--- src/rtl/hbi_pkg.sv ---
package hbi_pkg;
  // Operation kind: bit1 = command side (dsel low), bit0 = write
  typedef enum logic [1:0] {
    OP_DRD = 2'b00,
    OP_DWR = 2'b01,
    OP_SRD = 2'b10,
    OP_CWR = 2'b11
  } hbi_op_e;
endpackage

--- src/rtl/hbi_sync.sv ---
module hbi_sync #(
  parameter int unsigned W      = 1,
  parameter int unsigned STAGES = 2,          // must be at least 2
  parameter logic [W-1:0] RST_VAL = '0
) (
  input  logic         clk,
  input  logic         rst_n,
  input  logic [W-1:0] d,
  output logic [W-1:0] q
);
  logic [STAGES-1:0][W-1:0] stage_q;
  logic [STAGES-1:0][W-1:0] stage_nx;

  always_comb begin
    stage_nx = {stage_q[STAGES-2:0], d};
  end

  always_ff @(posedge clk or negedge rst_n) begin
    if (!rst_n) stage_q <= {STAGES{RST_VAL}};
    else        stage_q <= stage_nx;
  end

  assign q = stage_q[STAGES-1];
endmodule

--- src/rtl/hbi_decode.sv ---
module hbi_decode import hbi_pkg::*; #(
  parameter int unsigned DW = 8
) (
  input  logic          clk,
  input  logic          rst_n,
  input  logic          mode,      // 1 = enable style, 0 = separate strobes
  input  logic          cs_n_s,
  input  logic          a_s,
  input  logic          b_s,
  input  logic          sel_s,
  input  logic [DW-1:0] d_s,
  output logic          op_valid,
  output hbi_op_e       op_kind,
  output logic [DW-1:0] op_data,
  output logic          rd_active
);
  logic          acc, rd;
  logic          acc_q, rd_q, sel_q;
  logic          rd_nx, sel_nx;
  logic [DW-1:0] dat_q, dat_nx;

  // Access decode per bus style
  always_comb begin
    if (mode) begin
      acc = ~cs_n_s & a_s;
      rd  = b_s;
    end else begin
      acc = ~cs_n_s & (~a_s | ~b_s);
      rd  = ~a_s;
    end
  end

  // Capture attributes while the access is open
  always_comb begin
    rd_nx  = rd_q;
    sel_nx = sel_q;
    dat_nx = dat_q;
    if (acc) begin
      rd_nx  = rd;
      sel_nx = sel_s;
      dat_nx = d_s;
    end
  end

  always_ff @(posedge clk or negedge rst_n) begin
    if (!rst_n) begin
      acc_q <= 1'b0;
      rd_q  <= 1'b0;
      sel_q <= 1'b0;
      dat_q <= '0;
    end else begin
      acc_q <= acc;
      rd_q  <= rd_nx;
      sel_q <= sel_nx;
      dat_q <= dat_nx;
    end
  end

  assign op_valid  = acc_q & ~acc;
  assign op_kind   = hbi_op_e'({~sel_q, ~rd_q});
  assign op_data   = dat_q;
  assign rd_active = acc & rd;

  assert_single_pulse_R2: assert property (@(posedge clk) disable iff (!rst_n)
    op_valid |=> !op_valid);

  assert_cs_idle_no_op_R6: assert property (@(posedge clk) disable iff (!rst_n)
    (cs_n_s && $past(cs_n_s)) |-> !op_valid);

  assert_enable_gate_R1: assert property (@(posedge clk) disable iff (!rst_n)
    (mode && !a_s) |-> !rd_active);
endmodule

--- src/rtl/hbi_holder.sv ---
module hbi_holder import hbi_pkg::*; #(
  parameter int unsigned DW = 8
) (
  input  logic          clk,
  input  logic          rst_n,
  input  logic          clear,
  input  logic          op_valid,
  input  hbi_op_e       op_kind,
  input  logic [DW-1:0] op_data,
  input  logic [DW-1:0] ram_rdata,
  output logic [DW-1:0] holder,
  output logic [DW-1:0] ram_wdata,
  output logic          ram_we
);
  logic [DW-1:0] hold_q, hold_nx;

  always_comb begin
    hold_nx = hold_q;
    if (clear)                               hold_nx = '0;
    else if (op_valid && op_kind == OP_DRD)  hold_nx = ram_rdata;
    else if (op_valid && op_kind == OP_DWR)  hold_nx = op_data;
  end

  always_ff @(posedge clk or negedge rst_n) begin
    if (!rst_n) hold_q <= '0;
    else        hold_q <= hold_nx;
  end

  assign holder    = hold_q;
  assign ram_we    = op_valid && (op_kind == OP_DWR);
  assign ram_wdata = op_data;

  assert_read_load_R3: assert property (@(posedge clk) disable iff (!rst_n)
    (op_valid && op_kind == OP_DRD && !clear) |=> holder == $past(ram_rdata));

  assert_write_hold_R4: assert property (@(posedge clk) disable iff (!rst_n)
    (ram_we && !clear) |=> holder == $past(ram_wdata));

  assert_clear_R8: assert property (@(posedge clk) disable iff (!rst_n)
    clear |=> holder == '0);
endmodule

--- src/rtl/hbi_host_port.sv ---
module hbi_host_port import hbi_pkg::*; #(
  parameter int unsigned DW          = 8,
  parameter int unsigned SYNC_STAGES = 2
) (
  input  logic          clk,
  input  logic          rst_n,
  input  logic          bus_rst_pin,
  input  logic          cs_n,
  input  logic          dsel,
  input  logic          strb_a,
  input  logic          strb_b,
  input  logic [DW-1:0] d_in,
  output logic [DW-1:0] d_out,
  output logic          d_oe,
  input  logic [DW-1:0] status_in,
  input  logic [DW-1:0] ram_rdata,
  output logic [DW-1:0] ram_wdata,
  output logic          ram_we,
  output logic          op_valid,
  output logic [1:0]    op_kind,
  output logic [DW-1:0] op_data,
  output logic          bus_reset
);
  localparam int unsigned PW = DW + 5;
  // chip select resets to inactive so no access is seen before pins settle
  localparam logic [PW-1:0] PIN_RST = {2'b01, 3'b000, {DW{1'b0}}};

  // Reset: asserted asynchronously, released synchronously
  logic [1:0] rst_pipe;
  logic       srst_n;
  always_ff @(posedge clk or negedge rst_n) begin
    if (!rst_n) rst_pipe <= 2'b00;
    else        rst_pipe <= {rst_pipe[0], 1'b1};
  end
  assign srst_n = rst_pipe[1];

  // Pin synchronization, all pins through the same depth
  logic [PW-1:0] pin_raw, pin_s;
  assign pin_raw = {bus_rst_pin, cs_n, dsel, strb_a, strb_b, d_in};

  hbi_sync #(.W(PW), .STAGES(SYNC_STAGES), .RST_VAL(PIN_RST)) u_sync (
    .clk(clk), .rst_n(srst_n), .d(pin_raw), .q(pin_s));

  logic          rpin_s, cs_s, sel_s, a_s, b_s;
  logic [DW-1:0] dat_s;
  assign rpin_s = pin_s[PW-1];
  assign cs_s   = pin_s[PW-2];
  assign sel_s  = pin_s[PW-3];
  assign a_s    = pin_s[PW-4];
  assign b_s    = pin_s[PW-5];
  assign dat_s  = pin_s[DW-1:0];

  // Host reset pin edge detect
  logic rpin_q;
  always_ff @(posedge clk or negedge srst_n) begin
    if (!srst_n) rpin_q <= 1'b0;
    else         rpin_q <= rpin_s;
  end
  assign bus_reset = rpin_s ^ rpin_q;

  hbi_op_e       kind_e;
  logic          rd_active;
  logic [DW-1:0] holder;

  hbi_decode #(.DW(DW)) u_dec (
    .clk(clk), .rst_n(srst_n), .mode(rpin_s), .cs_n_s(cs_s),
    .a_s(a_s), .b_s(b_s), .sel_s(sel_s), .d_s(dat_s),
    .op_valid(op_valid), .op_kind(kind_e), .op_data(op_data),
    .rd_active(rd_active));

  hbi_holder #(.DW(DW)) u_hold (
    .clk(clk), .rst_n(srst_n), .clear(bus_reset),
    .op_valid(op_valid), .op_kind(kind_e), .op_data(op_data),
    .ram_rdata(ram_rdata), .holder(holder),
    .ram_wdata(ram_wdata), .ram_we(ram_we));

  assign op_kind = kind_e;

  // Registered output side of the data bus
  logic          oe_q;
  logic [DW-1:0] dout_q, dout_nx;

  always_comb begin
    dout_nx = dout_q;
    if (rd_active) dout_nx = sel_s ? holder : status_in;
  end

  always_ff @(posedge clk or negedge srst_n) begin
    if (!srst_n) begin
      oe_q   <= 1'b0;
      dout_q <= '0;
    end else begin
      oe_q   <= rd_active;
      dout_q <= dout_nx;
    end
  end

  assign d_oe  = oe_q;
  assign d_out = dout_q;

  assert_no_drive_on_write_R7: assert property (@(posedge clk) disable iff (!srst_n)
    (op_valid && kind_e[0]) |-> !d_oe);

  assert_cs_no_drive_R6: assert property (@(posedge clk) disable iff (!srst_n)
    cs_s |=> !d_oe);
endmodule

--- config.mk ---
export PLATFORM = sky130hd
export DESIGN_NAME = hbi_host_port
export DESIGN_NICKNAME = d
export VERILOG_FILES = /design/src/rtl/hbi_pkg.sv /design/src/rtl/hbi_sync.sv /design/src/rtl/hbi_decode.sv /design/src/rtl/hbi_holder.sv /design/src/rtl/hbi_host_port.sv
export SDC_FILE = /design/constraint.sdc
export NUM_CORES = 1
export LEC_CHECK = 0
export BUFFER_PORTS_ARGS = -buffer_cell sky130_fd_sc_hd__buf_4
export CORE_MARGIN = 2
export CORE_UTILIZATION = 40
export DETAILED_ROUTE_END_ITERATION = 12
export HOLD_SLACK_MARGIN = 0.05
export PLACE_DENSITY = 0.76
export REMOVE_ABC_BUFFERS = 1
export SLEW_MARGIN = 30
export SYNTH_ARGS = -nofsm -noshare
export SYNTH_HDL_FRONTEND = slang
export SYNTH_SLANG_ARGS = --single-unit
--- constraint.sdc ---
create_clock -name clk -period 2.1 [get_ports clk]
set_clock_uncertainty 0.2 [all_clocks]
set_input_delay 0 -clock clk [delete_from_list [all_inputs] [get_ports clk]]
set_output_delay 0 -clock clk [all_outputs]
set_load 0.02 [all_outputs]
==> results of run 1 <==
==> metrics by stage <==
stage,std cells,setup slack [ns],hold WS (ns)
floorplan,129,0.199,-0.496
global placement,263,0.317,-0.416
detailed placement,263,0.269,-0.414
CTS,311,0.0242,0.0623
global route,313,0.108,0.0648
finish,313,0.192,0.0589
==> synthesized netlist by cell type <==
cell type  number
inv_2           1
buf_4           8
o211ai_1        8
and2b_1         1
a21oi_4         1
or2_1           1
nor3_4          1
o21bai_1        1
and3b_1         1
nand3_1         1
nand2_1         8
dfstp_2         2
clkbuf_1        2
buf_2           1
dfrtp_1        55
o311ai_2        1
mux2_2         25
or2_2           8
inv_1           2
buf_6           2
nor2_1          1
nor2b_1         1
conb_1          1
mux2i_1         8
xnor2_2         1
==> path summary, 6_finish.rpt <==
kind / to / start / depth (start not counted)
max in group asynchronous: u_sync.stage_nx[14] / rst_pipe[1] / 1
worst max register to register: u_dec.op_data[1] / u_sync.q[12] / 4
min in group clk: u_sync.stage_nx[16] / d_in[3] / 2
worst min register to register: u_sync.stage_nx[24] / rst_pipe[1] / 0
worst max-delay path: ram_we / u_sync.q[12] / 5
worst min-delay path: u_sync.stage_nx[24] / rst_pipe[1] / 0
==> power groups by stage <==
| stage | Sequential, uW | Combinational, uW | Clock (uW) |
|---|---|---|---|
| 5_1_grt | 1300 | 600 | 987 |
| 4_1_cts | 1280 | 559 | 928 |
| 2_1_floorplan | 1390 | 170 | 0 |
| 3_3_place_gp | 1300 | 501 | 0 |
| 6_report | 1280 | 559 | 903 |
| 3_5_place_dp | 1300 | 507 | 0 |
==> final cells by class <==
class	instances	area [um^2]
inverters	3	11.3
clock inverters	4	27.5
flip-flops and latches	57	1430
multi-input cells	69	616
clock buffers	12	155
well taps	70	87.6
repair buffers	98	828
fillers	425	1980
==> what timing repair did <==
item	in CTS	in global routing
buffers inserted	0	2
hold buffers	32	0
endpoints found under the setup margin	0	1
hold endpoints to repair	42	0
==> flip-flops by register name, indices dropped and copies added, names as in the netlist <==
| register | cells |
|---|---|
| rpin_q | 1 |
| u_hold.holder | 8 |
| u_dec.acc_q | 1 |
| d_oe | 1 |
| u_sync.q | 13 |
| rst_pipe | 2 |
| d_out | 8 |
| u_dec.rd_q | 1 |
| u_dec.sel_q | 1 |
| u_sync.stage_nx | 13 |
| u_dec.op_data | 8 |
==> worst max-delay path, cell delays in order (launching register included) <==
cell      delay, ns
dfrtp_1        0.44
and2b_1        0.23
o311ai_2       0.25
buf_4          0.24
nor2_1         0.06
buf_4          0.16
==> kinds of logic after synthesis <==
| family | after synthesis | synth area share (%) |
|---|---|---|
| DFF | 57 | 66.4 |
| muxes | 33 | 16.8 |
| AOI/OAI and AO/OA | 11 | 4.65 |
| xor gates and xnor gates | 1 | 0.756 |
| buffers and inverters | 16 | 4.94 |
| and+or+nand+nor | 23 | 6.23 |
| other | 1 | 0.174 |
==> metal layers <==
layer / routed length [um] / vias to the layer above
met5: 0 / -
met1: 1740 / 658
met4: 35 / 0
met3: 241 / 4
li1: - / 670
met2: 2140 / 44
==> reports/results.ini, run 1 <==
[final_layout]
drive_above_1_share_pct = 50.2
syn_to_final_growth_pct = 46.7
layout_commonest_cell = buf_4
stdcell_area_um2 = 3160
mostFrequentLayoutCells = buf_4 (65), dfrtp_1 (54), dlygate4sd3_1 (32), mux2_2 (25), clkbuf_8 (11)
finalNetCount = 269
diodes = 0
final_util_pct = 61.4

[synthesis]
synth_area_per_cell_um2 = 15.1
yosys_warnings = 0
syn_area_um2 = 2150
synth_top_area_share_pct = 64.0
yosysUniqueCellTypes = 25
ys_ff_latch = 57
syn-instance-count = 142
post-synth-top-area-cell = dfrtp_1
ys_top_cells_by_area = dfrtp_1 (64%), mux2_2 (13%), mux2i_1 (3.7%)
ys_seq_area_share_pct = 66.4

[grt]
top_usage_layer = met2
grt_overflow = 0
grtUsageMet1_pct = 18.9
antenna_found_initial = 0
grt_util_met3_pct = 5.81
grt_pass1_wl_um = 6960
grt_usage_pct = 15.3
grt_max_degree = 44
globalRouteMet2Util_pct = 24.3
grt_pass1_vias = 1409

[cts]
h-tree-depth = 3
cts-resized-gates = 0
root_buffer = clkbuf_8
cts.sinks = 57
cts_made_buffers = 9
clock_path_buffers = 2
cts_tree = built
path_clk_slew_ns = 0.06
insertion_delay_ns = 0.33

[setup_path]
crit_type = reg -> out
crit_fanout = 9
required_ns = 1.90
r2r_slack_ns = 0.29
crit_arrival_ns = 1.71
critPathCaptureType = output pin
crit_path_start_kind = flip-flop

[routing]
wl_um = 4160
ant_nets = 0
first_iter_violations = 34
routed-via-count = 1376
drcViolationCount = 0
drtPass1Iterations = 5
vias_per_cell = 4.40
wl_per_cell_um = 13.3

[timing]
rsz0062_at_grt = no
hold_viol = 0
period_share_pct = 90.9
setup_violations = 0
tns_ns = 0
slew_violations = 0
finalCriticalPeriod_ns = 1.91
timing.fmax_mhz = 524

[power]
comb_power_share_pct = 20.4
power.switching_uw = 748
pwr-share-clk_pct = 32.9
p_leak_uw = 0.00151
power_density_nw_per_um2 = 869
power_frac_seq_pct = 46.7
p_int_uw = 1990
fin_total_pwr_uw = 2740
switching_share_pct = 27.3
ir_drop_uv = 711

[status]
status = completed

[die]
core_area_um2 = 5140
die_h_um = 77.3
dieArea_um2 = 5980
pin_count = 61
start_util_pct = 41.8
core.rowCount = 26
die_x_um = 77.3

[place]
gp_congestion = 0.689
io_buffers = 60
dp_hpwl_um = 2620
place_area_um2 = 2640

[worst_hold_path]
hp-class = reg -> async

[run]
drv_cap = 0

Power figures use the tool's default switching activity.
==> inputs of run 2 (changes only) <==
--- a/config.mk
+++ b/config.mk
@@ -5,6 +5,7 @@
 export SDC_FILE = /design/constraint.sdc
 export NUM_CORES = 1
 export LEC_CHECK = 0
+export ABC_AREA = 1
 export BUFFER_PORTS_ARGS = -buffer_cell sky130_fd_sc_hd__buf_4
 export CORE_MARGIN = 2
 export CORE_UTILIZATION = 40
==> run 2 against run 1 <==
- synthesized area up 0.17%
- combinational power down 9.3%
- first-iteration DRC count up 94%
- largest power group unchanged
- highest routed layer unchanged
==> reports/results.ini, run 2 <==
[status]
status = completed

[place]
io_buffers = 60  ; unchanged
dp_hpwl_um = 2900  ; +11%
gp_congestion = 0.766  ; +11%
pre_cts_ws_ns = 0.425  ; +0.156 ns
dp_cells = 321  ; +22%

[power]
power_frac_seq_pct = 42.1  ; -4.6 points
switching_share_pct = 25.0  ; -2.3 points
power_density_nw_per_um2 = 943  ; +8.6%
power.switching_uw = 752  ; +0.48%
p_int_uw = 2250  ; +13%
p_leak_uw = 0.00159  ; +5.4%
ir_drop_uv = 605  ; -15%
comb_power_share_pct = 16.9  ; -3.5 points
pwr-share-clk_pct = 41.1  ; +8.2 points

[setup_path]
r2r_slack_ns = 0.44  ; +0.15 ns
crit_fanout = 19  ; +10
crit_path_start_kind = flip-flop
crit_arrival_ns = 1.58  ; -0.13 ns
critPathCaptureType = output pin
required_ns = 1.90  ; about the same
crit_type = reg -> out

[die]
core.rowCount = 26  ; unchanged
die_x_um = 77.4  ; about the same
die_h_um = 77.4  ; about the same
start_util_pct = 41.9  ; +0.073 points
pin_count = 61  ; unchanged
dieArea_um2 = 5990  ; +0.16%
core_area_um2 = 5140  ; unchanged

[final_layout]
multiInputGateArea_um2 = 532  ; -14%
syn_to_final_growth_pct = 47.9
seqCellArea_um2 = 1430  ; unchanged
drive_above_1_share_pct = 29.1  ; -21 points
diodes = 0  ; unchanged
layout_commonest_cell = buf_4
mostFrequentLayoutCells = buf_4 (60), dfrtp_1 (54), nand2_1 (37), dlygate4sd3_1 (32), inv_1 (22)
finalNetCount = 325  ; +21%
nFillCells = 443  ; +4.2%
instances_no_fill = 369  ; +18%

[synthesis]
async_flop_share_pct = 100  ; unchanged
yosys_warnings = 0  ; unchanged
ys_seq_area_share_pct = 66.3  ; -0.12 points
post-synth-top-area-cell = dfrtp_1
synth_area_per_cell_um2 = 10.6  ; -30%
yosysUniqueCellTypes = 23  ; -8.0%
synth_enable_flop_cells = 0  ; unchanged
ys_ff_latch = 57  ; unchanged
ys_top_cells_by_area = dfrtp_1 (64%), nand2_1 (6.4%), inv_1 (3.8%)
synth_ff_type = dfrtp_1
yosysMostFrequentCell = dfrtp_1
syn-instance-count = 203  ; +43%
syn_area_um2 = 2150  ; +0.17%
synthTopCellsByCount = dfrtp_1 (55), nand2_1 (37), inv_1 (22)
synth_top_area_share_pct = 63.9  ; -0.11 points

[cts]
root_buffer = clkbuf_8
cts_tree = built
path_clk_slew_ns = 0.06  ; about the same
clock_path_buffers = 2  ; unchanged
cts.sinks = 57  ; unchanged
cts_made_buffers = 9  ; unchanged
h-tree-depth = 3  ; unchanged
insertion_delay_ns = 0.34  ; about the same
cts_setup_buffers = 0  ; unchanged

[timing]
slew_violations = 0  ; unchanged
setup_slack_ns = 0.317  ; +0.126 ns
tns_ns = 0  ; unchanged
rsz0062_at_grt = no
hold_viol = 0  ; unchanged
timing.fmax_mhz = 561  ; +7.0%
setup_violations = 0  ; unchanged
period_share_pct = 84.9  ; -6.0 points
finalCriticalPeriod_ns = 1.78  ; -0.126 ns

[grt]
grt_usage_pct = 16.8  ; +1.5 points
grt_pass1_wl_um = 7550  ; +8.5%
grt_max_degree = 44  ; unchanged
antenna_found_initial = 0  ; unchanged
grt_overflow = 0  ; unchanged
grt_pass1_vias = 1709  ; +21%

[routing]
ant_nets = 0  ; unchanged
drtPass1Iterations = 4  ; -1
routed-via-count = 1614  ; +17%
wl_um = 4400  ; +5.7%
drcViolationCount = 0  ; unchanged
vias_per_cell = 4.37  ; -0.50%
first_iter_violations = 66  ; +94%
wl_per_cell_um = 11.9  ; -10%

[run]
drv_cap = 0  ; unchanged

[worst_hold_path]
hp-class = reg -> async

## run 2: cell families after synthesis
group / count (synthesis) / synth area share [%]
flip-flops: 57 / 66.3
AO/OA/AOI/OAI: 27 / 7.32
XOR/XNOR: 1 / 0.407
other: 1 / 0.174
buffers and inverters: 40 / 9.00
AND/OR/NAND/NOR: 77 / 16.8
## run 2: power groups by stage
stage	registers [uW]	logic, uW	clock network (uW)
after global routing	1280	553	1330
after floorplan	1380	136	0
after global placement	1280	451	0
final	1270	507	1230
after detailed placement	1290	459	0
after CTS	1270	511	1260
## run 2: critical path: stages (launching register included)
cell and delay, ns:
dfrtp_1 0.42, nand2_1 0.13, nand3_4 0.18, inv_2 0.27, nor2_1 0.08, buf_4 0.16
## run 2: per-stage QoR
step / total power [uW] / hold WS [ns] / utilization [%] / area (um^2)
6_report: 3010 / 0.0514 / 62.0 / 3190
5_1_grt: 3160 / 0.0700 / 62.0 / 3190
4_1_cts: 3040 / 0.0652 / 62.0 / 3190
3_5_place_dp: 1750 / -0.416 / 51.0 / 2620
3_3_place_gp: 1730 / -0.417 / 51.0 / 2620
2_1_floorplan: 1510 / -0.496 / - / 2060
## run 2: final timing paths
check | from | endpoint | cells past startpoint
max | u_sync.q[12] | op_valid | 5
min | rst_pipe[1] | u_sync.stage_nx[24] | 0
max reg2reg | u_sync.q[12] | d_out[6] | 5
min reg2reg | rst_pipe[1] | u_sync.stage_nx[24] | 0
max in group asynchronous | rst_pipe[1] | u_sync.stage_nx[15] | 1
min in group clk | strb_b | u_sync.stage_nx[21] | 2
## run 2: what timing repair did
| action | in CTS | in global routing |
|---|---|---|
| gates resized for setup | 0 | 0 |
| endpoints found under the hold margin | 42 | 0 |
| hold buffers | 32 | 0 |
## run 2: layout make-up
class | count | area share (%)
Sequential cell | 57 | 44.9
Multi-Input combinational cell | 106 | 16.7
Clock inverter | 5 | 3.22
Clock buffer | 11 | 4.44
Inverter | 27 | 3.18
Timing Repair Buffer | 93 | 24.8
Tap cell | 70 | 2.75
## run 2: metal layers
layer	GRT usage [%]	wire, um
met5	0	0
met1	17.8	1720
met4	6.96	68
met2	29.2	2340
met3	7.33	276
